--- config.mk ---
export PLATFORM = sky130hd
export DESIGN_NAME = fsync_flywheel
export DESIGN_NICKNAME = d
export VERILOG_FILES = /design/src/rtl/fsw_pkg.sv /design/src/rtl/fsw_pos_timer.sv /design/src/rtl/fsw_run_ctr.sv /design/src/rtl/fsw_tol_reg.sv /design/src/rtl/fsync_flywheel.sv
export SDC_FILE = /design/constraint.sdc
export NUM_CORES = 1
export LEC_CHECK = 0
export BUFFER_PORTS_ARGS = -buffer_cell sky130_fd_sc_hd__buf_2
export CAP_MARGIN = 10
export CORE_MARGIN = 1
export CORE_UTILIZATION = 40
export CTS_CLUSTER_SIZE = 16
export DETAILED_ROUTE_END_ITERATION = 16
export HOLD_SLACK_MARGIN = 0.06
export PLACE_DENSITY_LB_ADDON = 0.12
export SLEW_MARGIN = 20
export SYNTH_ARGS = -nofsm -noshare
export SYNTH_HDL_FRONTEND = slang
export SYNTH_SLANG_ARGS = --single-unit
--- constraint.sdc ---
create_clock -name clk -period 3.4 [get_ports clk]
set_clock_uncertainty 0.2 [all_clocks]
set_input_delay 0.34 -clock clk [delete_from_list [all_inputs] [get_ports clk]]
set_output_delay 0.34 -clock clk [all_outputs]
set_load 0.05 [all_outputs]
--- src/rtl/fsw_pkg.sv ---
package fsw_pkg;

    typedef enum logic [1:0] {
        FS_SEARCH = 2'd0,
        FS_VERIFY = 2'd1,
        FS_LOCK   = 2'd2
    } fs_state_e;

    // magnitude of a 3-bit two's-complement slip value
    function automatic logic [2:0] slip_mag(input logic [2:0] s);
        return s[2] ? 3'(-s) : s;
    endfunction

endpackage

--- src/rtl/fsw_pos_timer.sv ---
module fsw_pos_timer #(
    parameter int LEN_W = 12
) (
    input  logic             clk,
    input  logic             rst,
    input  logic             clear,
    input  logic             restart,
    input  logic             realign,
    input  logic             run,
    input  logic [LEN_W-1:0] frame_len,
    input  logic [1:0]       half,
    output logic             in_win,
    output logic             at_end,
    output logic             win_end,
    output logic [2:0]       offset
);
    localparam int PW = LEN_W + 1;

    logic [PW-1:0] pos;
    logic [PW-1:0] len_x;
    logic [PW-1:0] lo;
    logic [PW-1:0] hi;

    assign len_x   = {1'b0, frame_len};
    assign lo      = len_x - PW'(half);
    assign hi      = len_x + PW'(half);
    assign in_win  = (pos >= lo) && (pos <= hi);
    assign at_end  = (pos == len_x);
    assign win_end = (pos == hi);
    assign offset  = 3'(pos - len_x);

    always_ff @(posedge clk) begin
        if (rst || clear) begin
            pos <= '0;
        end else if (restart) begin
            pos <= PW'(1);
        end else if (realign) begin
            pos <= PW'(half) + PW'(1);
        end else if (run && (pos != '1)) begin
            pos <= pos + 1'b1;
        end
    end

    a_r5_restart_one: assert property (@(posedge clk) disable iff (rst)
        (restart && !clear) |=> (pos == PW'(1)));

    a_r8_realign_expected: assert property (@(posedge clk) disable iff (rst)
        (realign && !clear && !restart) |=> (pos == PW'($past(half)) + PW'(1)));

endmodule

--- src/rtl/fsw_run_ctr.sv ---
module fsw_run_ctr #(
    parameter int CNT_W = 4
) (
    input  logic             clk,
    input  logic             rst,
    input  logic             clear,
    input  logic             good,
    input  logic             bad,
    output logic [CNT_W-1:0] good_cnt,
    output logic [CNT_W-1:0] bad_cnt
);
    always_ff @(posedge clk) begin
        if (rst || clear) begin
            good_cnt <= '0;
            bad_cnt  <= '0;
        end else if (good) begin
            bad_cnt <= '0;
            if (good_cnt != '1) good_cnt <= good_cnt + 1'b1;
        end else if (bad) begin
            good_cnt <= '0;
            if (bad_cnt != '1) bad_cnt <= bad_cnt + 1'b1;
        end
    end

    a_r7_good_clears_bad: assert property (@(posedge clk) disable iff (rst)
        (good && !clear) |=> (bad_cnt == '0));

    a_r7_bad_clears_good: assert property (@(posedge clk) disable iff (rst)
        (bad && !good && !clear) |=> (good_cnt == '0));

endmodule

--- src/rtl/fsw_tol_reg.sv ---
module fsw_tol_reg #(
    parameter int ERR_W = 4
) (
    input  logic             clk,
    input  logic             rst,
    input  logic             reload,
    input  logic             load,
    input  logic [ERR_W-1:0] load_val,
    input  logic [ERR_W-1:0] cfg_tol,
    output logic [ERR_W-1:0] tol
);
    always_ff @(posedge clk) begin
        if (rst || reload) begin
            tol <= cfg_tol;
        end else if (load) begin
            tol <= load_val;
        end
    end

    a_r11_reload_programmed: assert property (@(posedge clk) disable iff (rst)
        reload |=> (tol == $past(cfg_tol)));

    a_r9_take_candidate: assert property (@(posedge clk) disable iff (rst)
        (load && !reload) |=> (tol == $past(load_val)));

endmodule

--- src/rtl/fsync_flywheel.sv ---
module fsync_flywheel
    import fsw_pkg::*;
#(
    parameter int LEN_W = 12,
    parameter int ERR_W = 4,
    parameter int CNT_W = 4
) (
    input  logic             clk,
    input  logic             rst,
    input  logic             det,
    input  logic [ERR_W-1:0] det_err,
    input  logic [LEN_W-1:0] cfg_frame_len,
    input  logic [1:0]       cfg_slip,
    input  logic [CNT_W-1:0] cfg_verify_good,
    input  logic [CNT_W-1:0] cfg_verify_bad,
    input  logic [CNT_W-1:0] cfg_lock_bad,
    input  logic [ERR_W-1:0] cfg_tol,
    input  logic             cfg_adaptive,
    output logic [1:0]       state,
    output logic             locked,
    output logic             frame_start,
    output logic [2:0]       sync_slip
);
    function automatic logic reached(input logic [CNT_W-1:0] cnt,
                                     input logic [CNT_W-1:0] thr);
        return ({1'b0, cnt} + 1'b1) >= {1'b0, thr};
    endfunction

    fs_state_e        st_q, st_d, lead_st;
    logic             cand_q, cand_d;
    logic             fs_d;
    logic [2:0]       slip_d;
    logic             t_clear, t_restart, t_realign, t_run;
    logic             c_clear, c_good, c_bad;
    logic             tol_reload, tol_load;
    logic             in_win, at_end, win_end;
    logic [2:0]       offset;
    logic [CNT_W-1:0] good_cnt, bad_cnt;
    logic [ERR_W-1:0] tol_q, tol_use;
    logic             acc_ok, better;

    fsw_pos_timer #(.LEN_W(LEN_W)) u_timer (
        .clk(clk), .rst(rst), .clear(t_clear), .restart(t_restart),
        .realign(t_realign), .run(t_run), .frame_len(cfg_frame_len),
        .half(cfg_slip), .in_win(in_win), .at_end(at_end),
        .win_end(win_end), .offset(offset)
    );

    fsw_run_ctr #(.CNT_W(CNT_W)) u_runs (
        .clk(clk), .rst(rst), .clear(c_clear), .good(c_good), .bad(c_bad),
        .good_cnt(good_cnt), .bad_cnt(bad_cnt)
    );

    fsw_tol_reg #(.ERR_W(ERR_W)) u_tol (
        .clk(clk), .rst(rst), .reload(tol_reload), .load(tol_load),
        .load_val(det_err), .cfg_tol(cfg_tol), .tol(tol_q)
    );

    // the tightened tolerance applies only once an adaptive candidate exists
    assign tol_use = (cfg_adaptive && ((st_q != FS_SEARCH) || cand_q)) ? tol_q : cfg_tol;
    assign acc_ok  = det && (det_err <= tol_use);
    assign better  = det && (det_err < tol_q);
    assign lead_st = (cfg_verify_good == '0) ? FS_LOCK : FS_VERIFY;

    always_comb begin
        st_d       = st_q;
        cand_d     = cand_q;
        fs_d       = 1'b0;
        slip_d     = sync_slip;
        t_clear    = 1'b0;
        t_restart  = 1'b0;
        t_realign  = 1'b0;
        t_run      = 1'b0;
        c_clear    = 1'b0;
        c_good     = 1'b0;
        c_bad      = 1'b0;
        tol_reload = 1'b0;
        tol_load   = 1'b0;
        case (st_q)
            FS_SEARCH: begin
                if (!cfg_adaptive || !cand_q) begin
                    if (acc_ok) begin
                        t_restart = 1'b1;
                        c_clear   = 1'b1;
                        if (cfg_adaptive) begin
                            cand_d   = 1'b1;
                            tol_load = 1'b1;
                        end else begin
                            st_d = lead_st;
                        end
                    end else begin
                        t_clear = 1'b1;
                    end
                end else if (better) begin
                    t_restart = 1'b1;
                    tol_load  = 1'b1;
                end else if (at_end) begin
                    cand_d = 1'b0;
                    if (acc_ok) begin
                        t_restart = 1'b1;
                        c_clear   = 1'b1;
                        st_d      = lead_st;
                    end else begin
                        t_clear    = 1'b1;
                        tol_reload = 1'b1;
                    end
                end else begin
                    t_run = 1'b1;
                end
            end
            default: begin
                if (in_win && acc_ok) begin
                    t_restart = 1'b1;
                    fs_d      = 1'b1;
                    slip_d    = offset;
                    if ((st_q == FS_VERIFY) && reached(good_cnt, cfg_verify_good)) begin
                        st_d    = FS_LOCK;
                        c_clear = 1'b1;
                    end else begin
                        c_good = 1'b1;
                    end
                end else if (win_end) begin
                    if (reached(bad_cnt, (st_q == FS_LOCK) ? cfg_lock_bad : cfg_verify_bad)) begin
                        st_d       = FS_SEARCH;
                        cand_d     = 1'b0;
                        t_clear    = 1'b1;
                        c_clear    = 1'b1;
                        tol_reload = 1'b1;
                    end else begin
                        c_bad     = 1'b1;
                        t_realign = 1'b1;
                    end
                end else begin
                    t_run = 1'b1;
                end
            end
        endcase
    end

    always_ff @(posedge clk) begin
        if (rst) begin
            st_q        <= FS_SEARCH;
            cand_q      <= 1'b0;
            frame_start <= 1'b0;
            sync_slip   <= '0;
        end else begin
            st_q        <= st_d;
            cand_q      <= cand_d;
            frame_start <= fs_d;
            sync_slip   <= slip_d;
        end
    end

    assign state  = st_q;
    assign locked = (st_q == FS_LOCK);

    a_r5_pulse_not_in_search: assert property (@(posedge clk) disable iff (rst)
        frame_start |-> (st_q != FS_SEARCH));

    a_r4_slip_in_window: assert property (@(posedge clk) disable iff (rst)
        frame_start |-> (slip_mag(sync_slip) <= {1'b0, $past(cfg_slip)}));

    a_r8_lock_exits_to_search: assert property (@(posedge clk) disable iff (rst)
        (($past(st_q) == FS_LOCK) && (st_q != FS_LOCK)) |-> (st_q == FS_SEARCH));

    a_r3_skip_verify_only_at_zero: assert property (@(posedge clk) disable iff (rst)
        (($past(st_q) == FS_SEARCH) && (st_q == FS_LOCK)) |-> ($past(cfg_verify_good) == '0));

    a_r9_candidate_in_search: assert property (@(posedge clk) disable iff (rst)
        cand_q |-> (st_q == FS_SEARCH));

    a_r12_legal_state: assert property (@(posedge clk) disable iff (rst)
        (st_q == FS_SEARCH) || (st_q == FS_VERIFY) || (st_q == FS_LOCK));

endmodule

==> results by group, run 1 <==
Floorplanning
  • Overall die width: 96.67 um
  • Count of boundary I/O pins: 45
  • Effective utilization at floorplan: 41.31%
  • Vert. Die Dim: 96.67 um
  • Standard-cell row count: 34
  • Core area: between 8000 and 9000 um^2
  • Die Area: 9344 um^2

Place
  • Estimated wirelength of the detail-placed design: 7564 um
  • Weighted congestion reported at the end of routability-driven placement: about 0.87
  • I/O Buffers: 44

Finish
  • Fraction of the core area covered by cells at the end of the flow: 56.07%
  • Count of antenna diodes in the layout: 0
  • Most used cells in the layout excluding fill and tap cells: sky130_fd_sc_hd__buf_4 (62), sky130_fd_sc_hd__ha_1 (48), sky130_fd_sc_hd__buf_2 (41)
  • Final layout net count: 624
  • Layout area overhead: 35.74%
  • Most common cell after layout, fill and taps aside: sky130_fd_sc_hd__buf_4
  • Layout cells sized above 1: 39.40%

Synth
  • Synthesized net count: between 500 and 600
  • Synth warn: 0
  • Post-Syn Instances: 428
  • Total of flip-flops plus latches after synthesis: 32
  • Mapped cell area: 3585 um^2
  • Number of enable-type register cells in the synthesized netlist: 4
  • Avg Synthesized Cell Area: around 8.4 um^2
  • Post-synthesis sequential area ratio: about a fifth
  • Most common flop cell mapped by yosys: sky130_fd_sc_hd__dfxtp_1
  • Proportion of netlist area held by the largest area contributor: 17.80%
  • Biggest area contributors in the synthesized netlist: sky130_fd_sc_hd__ha_1 (18%), sky130_fd_sc_hd__dfxtp_1 (16%), sky130_fd_sc_hd__xnor2_1 (5.9%)
  • FFs w/ async S/R, synth: 0%
  • Most area-hungry cell type in the Yosys netlist: sky130_fd_sc_hd__ha_1
  • Netlist cell types: 65

Global route
  • Global-route wire length before repair: 15550 um
  • Global route hottest layer: met2
  • GR Util met1: 27.09%
  • Maximum number of pins on one net before global-route repair: 13
  • GR met3 Demand/Resource: about 2.6%
  • Number of antenna violations at the first check in global routing: 0
  • Met2 Resource Use GR: 34.18%
  • Final global-route overflow total: 0
  • Number of global-route vias before repair: 3338
  • Overall global routing resource usage: 20.29%

Power and ir drop
  • P_int: between 0.0007 and 0.0008 W
  • Leakage power of the design: 2.053 nW
  • Total power density per cell area: 242.0 nW/um^2
  • Switch Pwr: ~0.00043 W
  • Maximum vdd drop: 0.1601 mV
  • Overall power of the completed layout: 0.001177 W
  • Power share of the sequential group: 35.0%
  • Clk network pwr share: 26.5%
  • Portion of total power attributed to combinational logic: 38.5%
  • Switching power share of the total: 36.12%

Run status
  • Violated checks: setup timing
  • Outcome: finished, violations left

STA
  • Worst setup margin: -9.877 ps
  • Slew at the pin with the worst max-slew slack: 646.8 ps
  • Slew Limit Headroom: a little under three fifths
  • Final period demand of the worst path: ~3400 ps
  • Final count of negative-setup-slack endpoints: 1
  • Highest Clock Rate: 0.2933 GHz
  • Period utilization: 100.3%
  • Final number of max-transition violations: 0
  • Unrepaired setup endpoints after global routing: true
  • Count of final hold-check violations: 0

Worst hold path
  • Path category of the worst min-delay check: primary input to register

Route
  • Wire length after detailed routing: approximately 9600 um
  • Drt drc: 0
  • Number of vias in the routed layout: about 3.5k
  • Wire length per cell: 14.93 um
  • Antenna Nets Post-Route: 0
  • Iteration-0 DRC Markers: 155
  • First drt pass iteration count: 4
  • Number of vias per cell: 5.395

Clocking
  • Later-pin clock latency in the skew report: 300 ps
  • Clock slew seen by the registers of the worst setup and hold paths: 90 ps
  • TritonCTS clock tree: built
  • Longest Clk Path Bufs: 2
  • CTS Root Buffer Type: sky130_fd_sc_hd__clkbuf_8
  • Max H-tree Level: 2
  • Post-cts hold buffer count: 0
  • Sink Count: 32
  • Inserted Clock Buffers: 5

Setup path
  • Data required time of the worst path: 3380 ps
  • Crit Path Category: primary input to register
  • Endpoint class of the critical path: register
  • Category of the worst setup path launch point: primary input
  • Worst Path Max Fanout: 10
  • Data arrival, critical path: 3390 ps

Run
  • Max-cap check violation count: 0
[final timing paths]
check / startpoint / to / slack (ps) / cells past startpoint
max: cfg_slip[0] / u_timer.pos[1]$_SDFFE_PP0P_ / -10 / 20
min: rst / state[1]$_SDFFE_PP0P_ / 130 / 2
max reg2reg: state[1]$_SDFFE_PP0P_ / u_timer.pos[1]$_SDFFE_PP0P_ / 30 / 15
min reg2reg: u_runs.bad_cnt[1]$_SDFFE_PP0P_ / u_runs.bad_cnt[1]$_SDFFE_PP0P_ / 280 / 2
[synthesized netlist by cell type (all sizes together) (3+ instances only)]
master and count:
inv 20, nor3 5, o211ai 7, nand3b 4, mux2 7, mux2i 6
a31oi 3, and3 8, nor2 46, nand2b 6, nor2b 3, or4 5
dfxtp 28, a21oi 25, o21ai 14, xnor2 24, nor4 7, and4 4
fa 3, xor2 23, nand4 5, or2 3, a211oi 16, edfxtp 4
a21o 6, nand3 18, nand2 39, buf 15, ha 51
[sequential cells by signal, summed over array words and instances (netlist names)]
signal           cells
cand_q               1
frame_start          1
state                2
sync_slip            3
u_runs.bad_cnt       4
u_runs.good_cnt      4
u_timer.pos         13
u_tol.tol            4
[routing by layer]
| layer | vias to the layer above | part of all wire (%) |
|---|---|---|
| li1 | 1751 | - |
| met4 | 0 | 1.2 |
| met2 | 74 | 48 |
| met3 | 11 | 3.8 |
| met5 | - | 0 |
| met1 | 1622 | 47 |
[repair_timing]
action,in CTS,in global routing
gates resized for setup,11,67
pin swaps,9,35
cloned,0,1
setup buffers,0,12
setup endpoints to repair,29,33
[power by group through the flow]
| stage | clock network (W) | logic (W) | registers [W] |
|---|---|---|---|
| 2_1_floorplan | 0 | 0.000259 | 0.000419 |
| 3_3_place_gp | 0 | 0.000392 | 0.000419 |
| 3_5_place_dp | 0 | 0.000399 | 0.000420 |
| 4_1_cts | 0.000317 | 0.000407 | 0.000412 |
| 5_1_grt | 0.000332 | 0.000501 | 0.000414 |
| 6_report | 0.000312 | 0.000454 | 0.000412 |
[critical path: stages]
cell and delay (ps):
sky130_fd_sc_hd__buf_8 90, sky130_fd_sc_hd__ha_4 130, sky130_fd_sc_hd__inv_4 30, sky130_fd_sc_hd__fa_2 380, sky130_fd_sc_hd__nor2_4 130, sky130_fd_sc_hd__and2_4 180, sky130_fd_sc_hd__nand2_2 50, sky130_fd_sc_hd__xor2_1 140
sky130_fd_sc_hd__ha_1 350, sky130_fd_sc_hd__a211oi_2 180, sky130_fd_sc_hd__o21ai_1 100, sky130_fd_sc_hd__o211ai_1 120, sky130_fd_sc_hd__o211ai_1 130, sky130_fd_sc_hd__buf_4 160, sky130_fd_sc_hd__buf_4 130, sky130_fd_sc_hd__o21ai_4 160
sky130_fd_sc_hd__buf_12 150, sky130_fd_sc_hd__nand2_1 90, sky130_fd_sc_hd__mux2i_2 240, sky130_fd_sc_hd__a21oi_1 100
[metrics by stage]
| stage | hold WS, ps | TNS [ps] | area [um^2] | std cells | setup WS, ps |
|---|---|---|---|---|---|
| 2_1_floorplan | 245.7 | -47.98 | 3699 | 428 | -23.99 |
| 3_3_place_gp | 274.0 | -10430 | 4375 | 620 | -371.8 |
| 3_5_place_dp | 266.9 | -11500 | 4375 | 620 | -399.2 |
| 4_1_cts | 117.8 | -41.43 | 4514 | 628 | -23.58 |
| 5_1_grt | 154.4 | -2470 | 4866 | 641 | -148.5 |
| 6_report | 132.3 | -9.877 | 4866 | 641 | -9.877 |
[cell families after synthesis]
logic type | after synthesis | share of synthesized area (%)
fa+ha+maj | 54 | 19.48
xor+xnor | 47 | 11.48
flops | 32 | 18.99
buf+inv | 36 | 4.747
simple gates | 162 | 24.47
compound gates | 84 | 16.96
mux | 13 | 3.875
[cell type report]
class                      count  area, um^2
tap                          108       135.1
timing repair buffer         112       788.3
multi-input combinational    361        3088
clock buffer                   5       68.82
clock inverter                 3       22.52
inverter                      20       80.08
sequential                    32       683.2
fill                         819        3812
Power figures use the tool's default switching activity.
==> run 2, diff against run 1 <==
==> constraint.sdc (replaced) <==
create_clock -name clk -period 3.5 [get_ports clk]
set_clock_uncertainty 0.2 [all_clocks]
set_input_delay 0.35 -clock clk [delete_from_list [all_inputs] [get_ports clk]]
set_output_delay 0.35 -clock clk [all_outputs]
set_load 0.05 [all_outputs]
==> run 2 against run 1 <==
Non-clock buffer count shrank 11; setup slack gained 50 ps; critical path type unchanged; total power shrank 1.3%; the flow now finishes without violations; via count shrank 2.7%; register-to-register slack gained 80 ps; design area shrank 4.3%; routed wire length grew 0.16%; sequential power shrank 2%; hold slack gained 16 ps; sequential share of layout area grew 0.63 points; critical path depth shrank 5.
==> results by group, run 2 (same netlist as run 1, synthesis figures left out) <==
Run status
  • Outcome: completed

Route
  • Wire length after detailed routing: 9584 um
  • Wire length per cell: 15.19 um
  • Iteration-0 DRC Markers: 104
  • Number of vias in the routed layout: 3364
  • Drt drc: 0
  • Number of vias per cell: roughly 5.3
  • Antenna Nets Post-Route: 0
  • First drt pass iteration count: 4

Clocking
  • Post-cts hold buffer count: 0
  • CTS Root Buffer Type: sky130_fd_sc_hd__clkbuf_8
  • Inserted Clock Buffers: 5
  • Longest Clk Path Bufs: 2
  • Max H-tree Level: 2
  • Later-pin clock latency in the skew report: 290 ps
  • Sink Count: 32
  • TritonCTS clock tree: built
  • Clock slew seen by the registers of the worst setup and hold paths: 80 ps

Worst hold path
  • Path category of the worst min-delay check: primary input to register
  • Worst hold stages: 2
  • End point of the most critical hold path: sync_slip[1]$_SDFFE_PP0P_
  • Hold wc startpoint: rst

Setup path
  • Worst reg-to-reg path cell count: 14
  • Slack of the worst reg-to-reg path: approximately 110 ps
  • Kind of cell adding the most delay to the critical path: simple AND/OR/NAND/NOR gates
  • Count of buffer and inverter cells on the critical path: 3
  • Crit Path Category: primary input to register
  • Data arrival, critical path: 3310 ps
  • Critical-path cell with the highest stage delay: sky130_fd_sc_hd__or4_1
  • Cell-by-cell listing of the critical path: buf_8 > ha_4 > inv_2 > fa_2 > nor2_4 > buf_4 > xnor2_1 > ha_1 > and3_1 > nand3_1 > or4_1 > nor2_1 > nand3_2 > nand2_2 > mux2_2
  • Maximum single-stage delay on the critical path: around 540 ps
  • Category of the worst setup path launch point: primary input
  • Critical register-to-register path startpoint: state[1]$_SDFFE_PP0P_
  • FF-to-FF End: u_timer.pos[4]$_SDFFE_PP0P_
  • Data required time of the worst path: 3350 ps
  • Endpoint class of the critical path: register
  • Worst Path Max Fanout: 5

Global route
  • Maximum number of pins on one net before global-route repair: 12
  • Global-route wire length before repair: 15620 um
  • Final global-route overflow total: 0
  • Overall global routing resource usage: 20.22%
  • Number of global-route vias before repair: roughly 3.3k
  • Number of antenna violations at the first check in global routing: 0

STA
  • Final count of negative-setup-slack endpoints: 0
  • Slew at the pin with the worst max-slew slack: ~660 ps
  • Setup TNS: 0 ps
  • Worst setup margin: 40.42 ps
  • Unrepaired setup endpoints after global routing: true
  • Final period demand of the worst path: between 3000 and 4000 ps
  • Count of final hold-check violations: 0
  • Period utilization: around 99%
  • Highest Clock Rate: 0.2891 GHz
  • Slew Limit Headroom: 55.99%
  • Final number of max-transition violations: 0

Run
  • Max-cap check violation count: 0

Place
  • Post-Place Worst Slack: -467.1 ps
  • Weighted congestion reported at the end of routability-driven placement: 0.8454
  • Total cell area at the placement stage: between 4000 and 5000 um^2
  • Estimated wirelength of the detail-placed design: 7276 um
  • I/O Buffers: 44

Finish
  • Number of flip-flops in the largest register: 13
  • Most common cell after layout, fill and taps aside: sky130_fd_sc_hd__buf_4
  • Register with the most flip-flops: u_timer.pos
  • Layout area overhead: 29.91%
  • Layout cells sized above 1: 34.80%
  • Count of antenna diodes in the layout: 0
  • Number of fill cells in the layout: 844
  • Most used cells in the layout excluding fill and tap cells: sky130_fd_sc_hd__buf_4 (55), sky130_fd_sc_hd__ha_1 (48), sky130_fd_sc_hd__buf_2 (43)
  • Final layout net count: 614
  • Final non-filler cell area: 4657 um^2

Power and ir drop
  • Maximum vdd drop: around 0.18 mV
  • Overall power of the completed layout: 0.001162 W
  • Total power density per cell area: 249.4 nW/um^2
  • Leakage power of the design: a little under 2 nW

Floorplanning
  • Effective utilization at floorplan: 41.31%
  • Core area: 8678 um^2
  • Count of boundary I/O pins: 45
  • Standard-cell row count: 34
  • Vert. Die Dim: 96.67 um
  • Die Area: 9344 um^2
  • Overall die width: 96.67 um
-- run 2: area by class of cell --
cell class | instances | area [um^2] | area share, %
clock buffer | 5 | 68.82 | 1.478
timing repair buffer | 101 | 665.6 | 14.29
clock inverter | 3 | 42.54 | 0.9135
tap | 108 | 135.1 | 2.902
inverter | 20 | 75.07 | 1.612
sequential | 32 | 683.2 | 14.67
multi-input combinational | 362 | 2987 | 64.13
-- run 2: where the power goes --
group / switching (W) / internal, W / total [W]
sequential: 0.0000187 / 0.000385 / 0.000404
combinational: 0.000217 / 0.000176 / 0.000393
clock: 0.000154 / 0.000211 / 0.000364
total: 0.000390 / 0.000772 / 0.00116
-- run 2: routing by layer --
metal / vias to the layer above / GRT usage, % / wire length [um]
met5: - / 0 / 0
met4: 0 / 5.396 / 146
met3: 12 / 3.107 / 244
met2: 56 / 34.94 / 4650
met1: 1564 / 26.09 / 4542
li1: 1732 / - / -
-- run 2: worst reg2reg max path: stages (launching register included) --
cell,delay (ps)
sky130_fd_sc_hd__dfxtp_2,350
sky130_fd_sc_hd__or2_1,260
sky130_fd_sc_hd__o21ai_2,300
sky130_fd_sc_hd__nor2_1,80
sky130_fd_sc_hd__a21oi_1,130
sky130_fd_sc_hd__ha_1,270
sky130_fd_sc_hd__and4b_1,220
sky130_fd_sc_hd__a211oi_2,210
sky130_fd_sc_hd__o21ai_2,130
sky130_fd_sc_hd__a21o_2,280
sky130_fd_sc_hd__and4b_1,240
sky130_fd_sc_hd__nor4b_4,250
sky130_fd_sc_hd__buf_4,190
sky130_fd_sc_hd__nand2_2,110
sky130_fd_sc_hd__nor2_1,120
-- run 2: per-stage QoR --
stage	utilization (%)	std cells	hold slack, ps
floorplan	-	428	245.7
global placement	48.44	609	257.7
detailed placement	48.44	609	272.9
CTS	50.91	621	137.7
global route	53.66	631	146.1
finish	53.66	631	148.5
-- run 2: what timing repair did --
item | 4_1_cts | 5_1_grt
endpoints found under the setup margin | 26 | 34
buffers inserted | 3 | 8
gates resized for setup | 15 | 41
pin swaps | 16 | 28
cloned | 1 | 2
-- run 2: worst max-delay path by stage --
stage                     slack [ps]                               to  cells after the start              from
after detailed placement        -470           u_tol.tol[1]$_DFFE_PP_                     16  cfg_frame_len[0]
after global routing            -120  u_runs.good_cnt[0]$_SDFFE_PP0P_                     18       cfg_slip[0]
after CTS                          5      u_timer.pos[0]$_SDFFE_PP0P_                     18       cfg_slip[1]
after floorplan                    7   u_runs.bad_cnt[3]$_SDFFE_PP0P_                     16  cfg_frame_len[0]
final                             40           u_tol.tol[1]$_DFFE_PP_                     15       cfg_slip[0]
after global placement          -400           u_tol.tol[1]$_DFFE_PP_                     16  cfg_frame_len[0]
